## src/rtl/sr_gate_pkg.sv

```systemverilog
package sr_gate_pkg;
  typedef enum logic [2:0] {
    M_LOCKOUT = 3'd0,
    M_SLEEP   = 3'd1,
    M_WSYNC   = 3'd2,
    M_ARMED   = 3'd3,
    M_ONMOT   = 3'd4,
    M_ON      = 3'd5,
    M_BLANK   = 3'd6,
    M_PROTECT = 3'd7
  } sr_mode_e;
endpackage

```

## src/rtl/sr_sync.sv

```systemverilog
module sr_sync #(
  parameter int W = 5
) (
  input  logic         clk,
  input  logic         rst_n,
  input  logic [W-1:0] d,
  output logic [W-1:0] q
);
  logic [W-1:0] s1, s2;

  for (genvar i = 0; i < W; i++) begin : g_bit
    always_ff @(posedge clk or negedge rst_n) begin
      if (!rst_n) begin
        s1[i] <= 1'b0;
        s2[i] <= 1'b0;
      end else begin
        s1[i] <= d[i];
        s2[i] <= s1[i];
      end
    end
  end

  assign q = s2;
endmodule

```

## src/rtl/sr_timer.sv

```systemverilog
module sr_timer #(
  parameter int TW = 12
) (
  input  logic          clk,
  input  logic          rst_n,
  input  logic          load,
  input  logic [TW-1:0] load_val,
  output logic          done
);
  logic [TW-1:0] cnt;

  always_ff @(posedge clk or negedge rst_n) begin
    if (!rst_n)            cnt <= '0;
    else if (load)         cnt <= load_val;
    else if (cnt != '0)    cnt <= cnt - 1'b1;
  end

  assign done = (cnt == '0);

  // the window counts down one step per cycle when not reloaded
  a_r5_count_step: assert property (@(posedge clk) disable iff (!rst_n)
    (!load && cnt != '0) |=> cnt == $past(cnt) - 1'b1);
endmodule

```

## src/rtl/sr_fsm.sv

```systemverilog
module sr_fsm
  import sr_gate_pkg::*;
#(
  parameter int TW        = 12,
  parameter int BLANK_CYC = 16
) (
  input  logic          clk,
  input  logic          rst_n,
  input  logic          s_sup,
  input  logic          s_en,
  input  logic          s_neg,
  input  logic          s_zero,
  input  logic          s_pos,
  input  logic [TW-1:0] mot_q,
  input  logic          tmr_done,
  output logic          tmr_load,
  output logic [TW-1:0] tmr_val,
  output sr_mode_e      state
);
  localparam logic [TW-1:0] BLANK_LOAD = TW'(BLANK_CYC - 1);

  sr_mode_e nxt;
  logic     meas, meas_nxt;
  logic     ld_mot, ld_blank;

  always_comb begin
    nxt      = state;
    meas_nxt = meas;
    ld_mot   = 1'b0;
    ld_blank = 1'b0;
    if (!s_sup) begin
      nxt      = M_LOCKOUT;
      meas_nxt = 1'b0;
    end else if (!s_en) begin
      nxt      = M_SLEEP;
      meas_nxt = 1'b0;
    end else begin
      unique case (state)
        M_LOCKOUT, M_SLEEP: nxt = M_WSYNC;
        M_WSYNC: if (s_pos) nxt = M_ARMED;
        M_ARMED: if (s_neg) begin
          nxt    = M_ONMOT;
          ld_mot = 1'b1;
        end
        M_ONMOT: begin
          if (s_pos) begin
            nxt      = M_PROTECT;
            meas_nxt = 1'b0;
          end else if (tmr_done) begin
            nxt = M_ON;
          end
        end
        M_ON: if (s_zero) begin
          nxt      = M_BLANK;
          ld_blank = 1'b1;
        end
        M_BLANK: if (s_pos || tmr_done) nxt = M_ARMED;
        M_PROTECT: begin
          if (!meas) begin
            if (s_neg) begin
              meas_nxt = 1'b1;
              ld_mot   = 1'b1;
            end
          end else if (s_zero) begin
            meas_nxt = 1'b0;
            if (tmr_done) begin
              nxt      = M_BLANK;
              ld_blank = 1'b1;
            end
          end
        end
        default: nxt = M_LOCKOUT;
      endcase
    end
  end

  always_ff @(posedge clk or negedge rst_n) begin
    if (!rst_n) begin
      state <= M_LOCKOUT;
      meas  <= 1'b0;
    end else begin
      state <= nxt;
      meas  <= meas_nxt;
    end
  end

  assign tmr_load = ld_mot | ld_blank;
  assign tmr_val  = ld_blank ? BLANK_LOAD : (mot_q - 1'b1);

  a_r1_lockout: assert property (@(posedge clk) disable iff (!rst_n)
    !s_sup |=> state == M_LOCKOUT);
  a_r2_sleep: assert property (@(posedge clk) disable iff (!rst_n)
    (s_sup && !s_en) |=> state == M_SLEEP);
  a_r3_wait_sync: assert property (@(posedge clk) disable iff (!rst_n)
    (state == M_WSYNC && s_sup && s_en && !s_pos) |=> state == M_WSYNC);
  a_r5_mot_hold: assert property (@(posedge clk) disable iff (!rst_n)
    (state == M_ONMOT && s_sup && s_en && !s_pos && !tmr_done) |=> state == M_ONMOT);
  a_r7_blank_no_on: assert property (@(posedge clk) disable iff (!rst_n)
    (state == M_BLANK) |=> state != M_ONMOT);
  a_r9_protect_stay: assert property (@(posedge clk) disable iff (!rst_n)
    (state == M_PROTECT && s_sup && s_en && !s_zero) |=> state == M_PROTECT);
endmodule

```

## src/rtl/sr_gate_ctrl.sv

```systemverilog
module sr_gate_ctrl
  import sr_gate_pkg::*;
#(
  parameter int CNT_W     = 12,
  parameter int BLANK_CYC = 16,
  parameter int MOT_RST   = 20
) (
  input  logic             clk,
  input  logic             rst_n,
  input  logic             supply_ok,
  input  logic             enable,
  input  logic             vds_neg,
  input  logic             vds_zero,
  input  logic             vds_pos,
  input  logic [CNT_W-1:0] mot_cycles,
  output logic             gate_en,
  output logic [2:0]       mode
);
  localparam int NSYNC = 5;

  logic [NSYNC-1:0] s_q;
  logic [CNT_W-1:0] mot_q, tmr_val;
  logic             tmr_load, tmr_done;
  sr_mode_e         state;

  sr_sync #(.W(NSYNC)) u_sync (
    .clk   (clk),
    .rst_n (rst_n),
    .d     ({supply_ok, enable, vds_neg, vds_zero, vds_pos}),
    .q     (s_q)
  );

  // minimum on time is only taken in while the gate cannot be active
  always_ff @(posedge clk or negedge rst_n) begin
    if (!rst_n)
      mot_q <= CNT_W'(MOT_RST);
    else if (state == M_LOCKOUT || state == M_SLEEP)
      mot_q <= (mot_cycles == '0) ? CNT_W'(1) : mot_cycles;
  end

  sr_timer #(.TW(CNT_W)) u_tmr (
    .clk      (clk),
    .rst_n    (rst_n),
    .load     (tmr_load),
    .load_val (tmr_val),
    .done     (tmr_done)
  );

  sr_fsm #(.TW(CNT_W), .BLANK_CYC(BLANK_CYC)) u_fsm (
    .clk      (clk),
    .rst_n    (rst_n),
    .s_sup    (s_q[4]),
    .s_en     (s_q[3]),
    .s_neg    (s_q[2]),
    .s_zero   (s_q[1]),
    .s_pos    (s_q[0]),
    .mot_q    (mot_q),
    .tmr_done (tmr_done),
    .tmr_load (tmr_load),
    .tmr_val  (tmr_val),
    .state    (state)
  );

  assign gate_en = (state == M_ONMOT) || (state == M_ON);
  assign mode    = state;

  // captured count never zero
  a_r11_mot_nonzero: assert property (@(posedge clk) disable iff (!rst_n)
    mot_q != '0);
endmodule

```

## config.mk

```make
export PLATFORM = sky130hd
export DESIGN_NAME = sr_gate_ctrl
export DESIGN_NICKNAME = d
export VERILOG_FILES = /design/src/rtl/sr_gate_pkg.sv /design/src/rtl/sr_sync.sv /design/src/rtl/sr_timer.sv /design/src/rtl/sr_fsm.sv /design/src/rtl/sr_gate_ctrl.sv
export SDC_FILE = /design/constraint.sdc
export NUM_CORES = 1
export LEC_CHECK = 0
export BUFFER_PORTS_ARGS = -buffer_cell sky130_fd_sc_hd__buf_2
export CAP_MARGIN = 20
export CORE_MARGIN = 2
export CORE_UTILIZATION = 40
export CTS_BUF_LIST = sky130_fd_sc_hd__clkbuf_8
export DETAILED_ROUTE_END_ITERATION = 6
export PLACE_DENSITY = 0.68
export SLEW_MARGIN = 30
export SYNTH_ARGS = -nofsm -noshare
export SYNTH_HDL_FRONTEND = slang
export SYNTH_SLANG_ARGS = --single-unit
```

## constraint.sdc

```tcl
create_clock -name clk -period 5.26 [get_ports clk]
set_input_delay 1.052 -clock clk [delete_from_list [all_inputs] [get_ports clk]]
set_output_delay 1.052 -clock clk [all_outputs]
set_load 0.01 [all_outputs]
```

==> results of run 1 <==
[flip-flops by register name (all words and copies together) (netlist names)]
name	flops
u_sync.s1	5
u_tmr.cnt	12
mot_q	12
u_fsm.meas	1
u_fsm.state	3
u_sync.q	5
[through the flow]
stage	area [µm²]	cells	setup WS (ns)	power (µW)	util
2_1_floorplan	2040	186	3.32	642	-
3_3_place_gp	2210	271	3.33	704	0.441
3_5_place_dp	2210	271	3.28	710	0.441
4_1_cts	2300	279	2.96	917	0.460
5_1_grt	2300	279	2.86	978	0.460
6_report	2300	279	2.96	911	0.460
[Yosys cell counts, drive strengths merged (3+ instances only)]
cell	n
a21oi	6
a31oi	5
and2	3
buf	4
clkbuf	3
dfrtp	36
ha	3
inv	8
mux2	10
nand2	7
nand2b	4
nand3	7
nor2	12
nor3	7
nor3b	3
nor4	8
o21ai	5
o22ai	6
or4	3
xnor2	8
xor2	7
[kinds of logic (layout without fill, tap and decap cells)]
group	after synthesis	in the layout
AND/OR/NAND/NOR	62	62
AO/OA/AOI/OAI	41	41
flip-flops	38	38
XOR/XNOR	15	15
buffers and inverters	15	38
multiplexers	12	12
adder cells (fa/ha/maj)	3	3
[power by group]
part,internal [µW],switching (µW)
combinational,131,129
clock,104,99.9
sequential,353,93.8
[layout make-up]
type,count,area [µm²]
well taps,70,87.6
flip-flops and latches,38,953
clock buffers,6,82.6
multi-input cells,133,1030
fillers,494,2710
inverters,8,30.0
repair buffers,22,110
clock inverters,2,8.76
[critical path: cells and delay by family, from the launching register on]
family                 cells  cell delay (ns)
buffers and inverters      2             0.18
flip-flops                 1             0.55
AND/OR/NAND/NOR            1             0.23
[layer usage]
metal | part of all wire | track usage | vias up
met5 | 0 | 0 | -
met4 | 0.021 | 0.0760 | 0
met3 | 0.040 | 0.0437 | 8
met2 | 0.47 | 0.251 | 37
met1 | 0.47 | 0.203 | 697
li1 | - | - | 742
[path summary, 6_finish.rpt]
kind	start	to	slack, ns	depth (start not counted)
max in group asynchronous	rst_n	mot_q[1]	3.88	1
min in group asynchronous	rst_n	u_sync.q[3]	0.85	1
worst max-delay path	u_fsm.state[1]	gate_en	2.96	3
worst min-delay path	u_sync.s1[3]	u_sync.q[3]	0.34	0
worst max register to register	u_tmr.cnt[0]	u_tmr.cnt[8]	3.27	6
worst min register to register	u_sync.s1[3]	u_sync.q[3]	0.34	0
==> key figures, run 1 <==
Layout
  – Layout cells sized above 1: 0.249
  – Commonest non-fill, non-tap cell in the layout: dfrtp_1
  – Area grow syn2layout: 12.7%
  – Final layout net count: 230
  – Most frequent cells in the layout: 36 x dfrtp_1, 22 x buf_2, 11 x nor2_1, 9 x inv_1, 8 x xnor2_1
  – Antenna diode count: 0

Detailed routing
  – Antenna Nets Post-Route: 0
  – Initial DRT Pass Iterations: 4
  – Wire per inst: 14.0 µm
  – DR iter-0 viols: 64
  – Via count: 1484
  – DR vias/cell: 5.32
  – Post-route DRC: 0
  – Final WL: 3920 µm

Clocking
  – Root Driver: clkbuf_8
  – CTS tree: yes
  – Skew-Pair Late Insertion Delay: 0.29 ns
  – Hold_buf cts: 0
  – Post-CTS setup repair buffer count: 0
  – CTS buffer count: 5
  – Post-cts resize count: 0
  – Sink Count: 38
  – Clk slew on worst S/H paths: 0.08 ns
  – Clk buf depth: 2
  – H-tree levels: 2

Synthesis
  – Synth Cell Area: 0.00204 mm²
  – Seq/Total Area, Yosys: 0.467
  – Post-Synth XOR/XNOR Area: 0.0643
  – Cells after synthesis: 186
  – Synthesized area per cell: 11.0 µm²
  – Synth warn: 0
  – Post-synth top area cell: dfrtp_1
  – Async S/R FF share, synth: 1.00
  – Post-synth net total: 208
  – Synth top area share: 0.441
  – Seq cells post-synth: 38
  – Synth cell types: 54
  – Adder-cell share of the synthesized area: 0.0184
  – Post-synth EDFFs: 0
  – Synth Area in Simple Gates: 0.206
  – Largest cells by area after synthesis: dfrtp_1 44%, xnor2_1 3.4%, xor2_1 3.0%
  – Fraction of synthesized area in multiplexers: 0.0650
  – Top FF cell, synth: dfrtp_1
  – Largest family of logic cells by synthesized area: simple AND/OR/NAND/NOR gates
  – Synth Area in Compound Gates: 0.150

GRT
  – Largest net degree at the start of global routing: 39
  – Grt total ovfl: 0
  – First-pass GRT wire length: 6760 µm
  – Antenna violations before repair: 0
  – Vias in the first global route: 1471
  – Total GRT Usage: 0.159

Timing
  – Final Cycle Share: 0.438
  – Peak Freq: 434 MHz
  – Slew at the pin with the worst max-slew slack: 0.830 ns
  – Hold_ws: 0.344 ns
  – Relative slew slack: 0.447
  – Max Slew Vio Count: 0
  – Fin crit period: 2.30 ns
  – Hold Fails Final Rpt: 0
  – RSZ-0062 raised after global routing: no
  – Worst Skew: 0.00733 ns
  – Fin Setup TNS: 0 ns
  – # setup viols final: 0

Hold path
  – HP Class: reg2reg

Worst setup path
  – CP endpoint kind: output port
  – Worst setup SP type: flip-flop
  – Worst stage delay on the critical path: 0.55 ns
  – WS Path Type: reg2out
  – Critical-path top delay cell: dfrtp_1
  – Crit path max fanout: 13
  – Crit path DAT: 1.25 ns
  – Critical-path cell list: nand2b_1 > inv_1 > buf_2
  – Critical path required time: 4.21 ns

Placed design
  – Input/output buffers: 22
  – GP Congestion: 0.827
  – DPL Wire Length: 2870 µm

Power and ir drop
  – Power per cell area: 396 mW/mm²
  – Peak VDD IR: 0.191 mV
  – LEAKAGE: 0.000950 µW

Run status
  – Status: complete, no violations

Floorplanning
  – Die Y: 75.5 µm
  – Overall die area: 0.00569 mm²
  – Rows: 26
  – Core area: 0.00501 mm²
  – Die W: 75.5 µm
  – Ports: 23
  – Initial core utilization: 0.408

Run
  – Max-cap viol count: 0
Power figures use the tool's default switching activity.
==> run 2, diff against run 1 <==
ABC_AREA = 1   (was not set)
PLACE_DENSITY = 0.7   (was 0.68)
clock period = 1.9 ns   (was 5.26 ns; I/O delays follow)
==> run 2 against run 1 <==
Non-clock buffer count up 4. Cell area up 11%. Clock power rose to 3.4 times the previous value. Power rose to 3.2 times the previous value. Critical path type is now reg2reg. Critical endpoint is now u_tmr.cnt[0].
==> key figures, run 2 <==
Run status
  – Status: complete, no violations

Worst setup path
  – CP endpoint kind: flip-flop
  – WS Path Type: reg2reg
  – Worst setup SP type: flip-flop
  – Crit path max fanout: 17
  – Crit path DAT: 1.89 ns
  – Critical path required time: 2.08 ns

Synthesis
  – Top FF cell, synth: dfrtp_1
  – Synth cell count leaders: 85 x nand2_1, 36 x dfrtp_1, 35 x nor2_1
  – Post-synth EDFFs: 0
  – Synth warn: 0
  – Synth top area share: 0.405
  – Seq cells post-synth: 38
  – Synth Cell Area: 0.00222 mm²
  – Largest cells by area after synthesis: dfrtp_1 41%, nand2_1 14%, nor2_1 5.9%
  – Seq/Total Area, Yosys: 0.429
  – Synthesized area per cell: 7.64 µm²
  – Cells after synthesis: 291
  – Synth cell types: 31
  – Post-synth top area cell: dfrtp_1
  – Most frequent cell after synthesis: nand2_1
  – Async S/R FF share, synth: 1.00
  – Post-synth net total: 313

Layout
  – Multi-input gate area in the final layout: 0.00111 mm²
  – Commonest non-fill, non-tap cell in the layout: nand2_1
  – Fillcell total: 537
  – Seq. cell area: 953 µm²
  – Most frequent cells in the layout: 85 x nand2_1, 36 x dfrtp_1, 34 x nor2_1, 30 x inv_1, 24 x nand3_1
  – Fin util: 0.469
  – Layout cells sized above 1: 0.191
  – Antenna diode count: 0
  – Area grow syn2layout: 14.8%
  – Final cell count without fillers: 392
  – Top Registers: mot_q: 12 flops, u_tmr.cnt: 12 flops
  – Final layout net count: 341

Detailed routing
  – Post-route DRC: 0
  – DR iter-0 viols: 126
  – Antenna Nets Post-Route: 0
  – Final WL: 4410 µm
  – Wire per inst: 11.3 µm
  – Via count: 1860
  – Initial DRT Pass Iterations: 4
  – DR vias/cell: 4.74

Power and ir drop
  – Power Total: 2880 µW
  – Power per cell area: 1130 mW/mm²
  – LEAKAGE: 0.00133 µW
  – Peak VDD IR: 0.534 mV

Placed design
  – Placed Instances: 383
  – Input/output buffers: 22
  – GP Congestion: 0.877
  – DP Worst Slack: 0.156 ns
  – DPL Wire Length: 3410 µm

Floorplanning
  – Overall die area: 0.00617 mm²
  – Initial core utilization: 0.409
  – Die Y: 78.6 µm
  – Core area: 0.00544 mm²
  – Ports: 23
  – Rows: 27
  – Die W: 78.6 µm

Clocking
  – Clk slew on worst S/H paths: 0.08 ns
  – CTS buffer count: 5
  – Sink Count: 38
  – Post-CTS setup repair buffer count: 0
  – Root Driver: clkbuf_8
  – CTS tree: yes
  – H-tree levels: 2
  – Skew-Pair Late Insertion Delay: 0.29 ns
  – Clk buf depth: 2

GRT
  – Vias in the first global route: 1810
  – First-pass GRT wire length: 7850 µm
  – Total GRT Usage: 0.160
  – Grt total ovfl: 0
  – Antenna violations before repair: 0
  – Largest net degree at the start of global routing: 26

Timing
  – Relative slew slack: 0.768
  – Fin Setup TNS: 0 ns
  – RSZ-0062 raised after global routing: no
  – Slew at the pin with the worst max-slew slack: 0.345 ns
  – Peak Freq: 585 MHz
  – Final Cycle Share: 0.900
  – Fin crit period: 1.71 ns
  – # setup viols final: 0
  – Worst Skew: 0.00376 ns
  – Post-route setup slack: 0.191 ns
  – Hold Fails Final Rpt: 0
  – Max Slew Vio Count: 0

Run
  – Max-cap viol count: 0

Hold path
  – HP Class: in2reg
## run 2: cell types whose count changed in the layout (fill, tap and decap cells not counted), sizes merged, moves of 4 or more
cell	before	now
a31oi	5	1
inv	9	35
mux2	10	0
nand2	7	88
nand2b	4	0
nand3	7	33
nor2	12	40
nor3	7	3
o21ai	5	11
o22ai	6	0
xnor2	8	4
xor2	7	13
## run 2: kinds of logic (layout without fill, tap and decap cells)
kind of cell / Yosys count / in the layout / synth area share
DFF: 38 / 38 / 0.429
and+or+nand+nor: 175 / 175 / 0.369
AOI/OAI and AO/OA: 18 / 18 / 0.0450
buffers and inverters: 40 / 69 / 0.0737
xor gates and xnor gates: 17 / 17 / 0.0670
adders and majority gates: 3 / 3 / 0.0169
## run 2: path summary, 6_finish.rpt
check	slack, ns	end	depth (start not counted)	startpoint
max in group asynchronous	0.92	u_tmr.cnt[0]	3	rst_n
min reg2reg	0.35	u_sync.q[2]	0	u_sync.s1[2]
max reg2reg	0.19	u_tmr.cnt[0]	10	u_tmr.cnt[0]
min	0.19	u_sync.s1[4]	1	supply_ok
max	0.19	u_tmr.cnt[0]	10	u_tmr.cnt[0]
min in group asynchronous	0.53	u_sync.s1[4]	2	rst_n
## run 2: cell type report
cell class                 count  share of cell area
tap                           72              0.0353
timing repair buffer          26              0.0608
multi-input combinational    213               0.434
inverter                      35              0.0515
clock inverter                 3              0.0176
clock buffer                   5              0.0270
sequential                    38               0.374
## run 2: per-layer routing
metal / up-vias / track usage / share of wire
li1: 972 / - / -
met1: 840 / 0.208 / 0.46
met2: 42 / 0.266 / 0.49
met3: 6 / 0.0218 / 0.033
met4: 0 / 0.0684 / 0.016
met5: - / 0 / 0
## run 2: metrics by stage
stage / hold slack, ns / cell area, µm²
3_3_place_gp: 0.299 / 2430
5_1_grt: 0.175 / 2550
3_5_place_dp: 0.302 / 2430
2_1_floorplan: 0.0844 / 2220
4_1_cts: 0.179 / 2550
6_report: 0.188 / 2550
## run 2: repair_timing
action | 4_1_cts | 5_1_grt
resized for setup | 0 | 2
setup endpoints to repair | 0 | 3
endpoints found under the hold margin | 11 | 0
hold buffers | 1 | 0
## run 2: critical path: stages (launching register included)
cell     delay (ns)
dfrtp_1        0.43
inv_2          0.08
ha_1           0.23
nand2_1        0.09
nor2_1         0.05
nand3_1        0.08
nand2_2        0.07
nand2_4        0.19
nand3_2        0.20
nand3_1        0.12
nand2_1        0.05
## run 2: power breakdown
part | leakage [µW] | switching, µW | internal (µW)
sequential | 0.000455 | 184 | 992
combinational | 0.000821 | 604 | 409
clock | 0.0000504 | 302 | 390
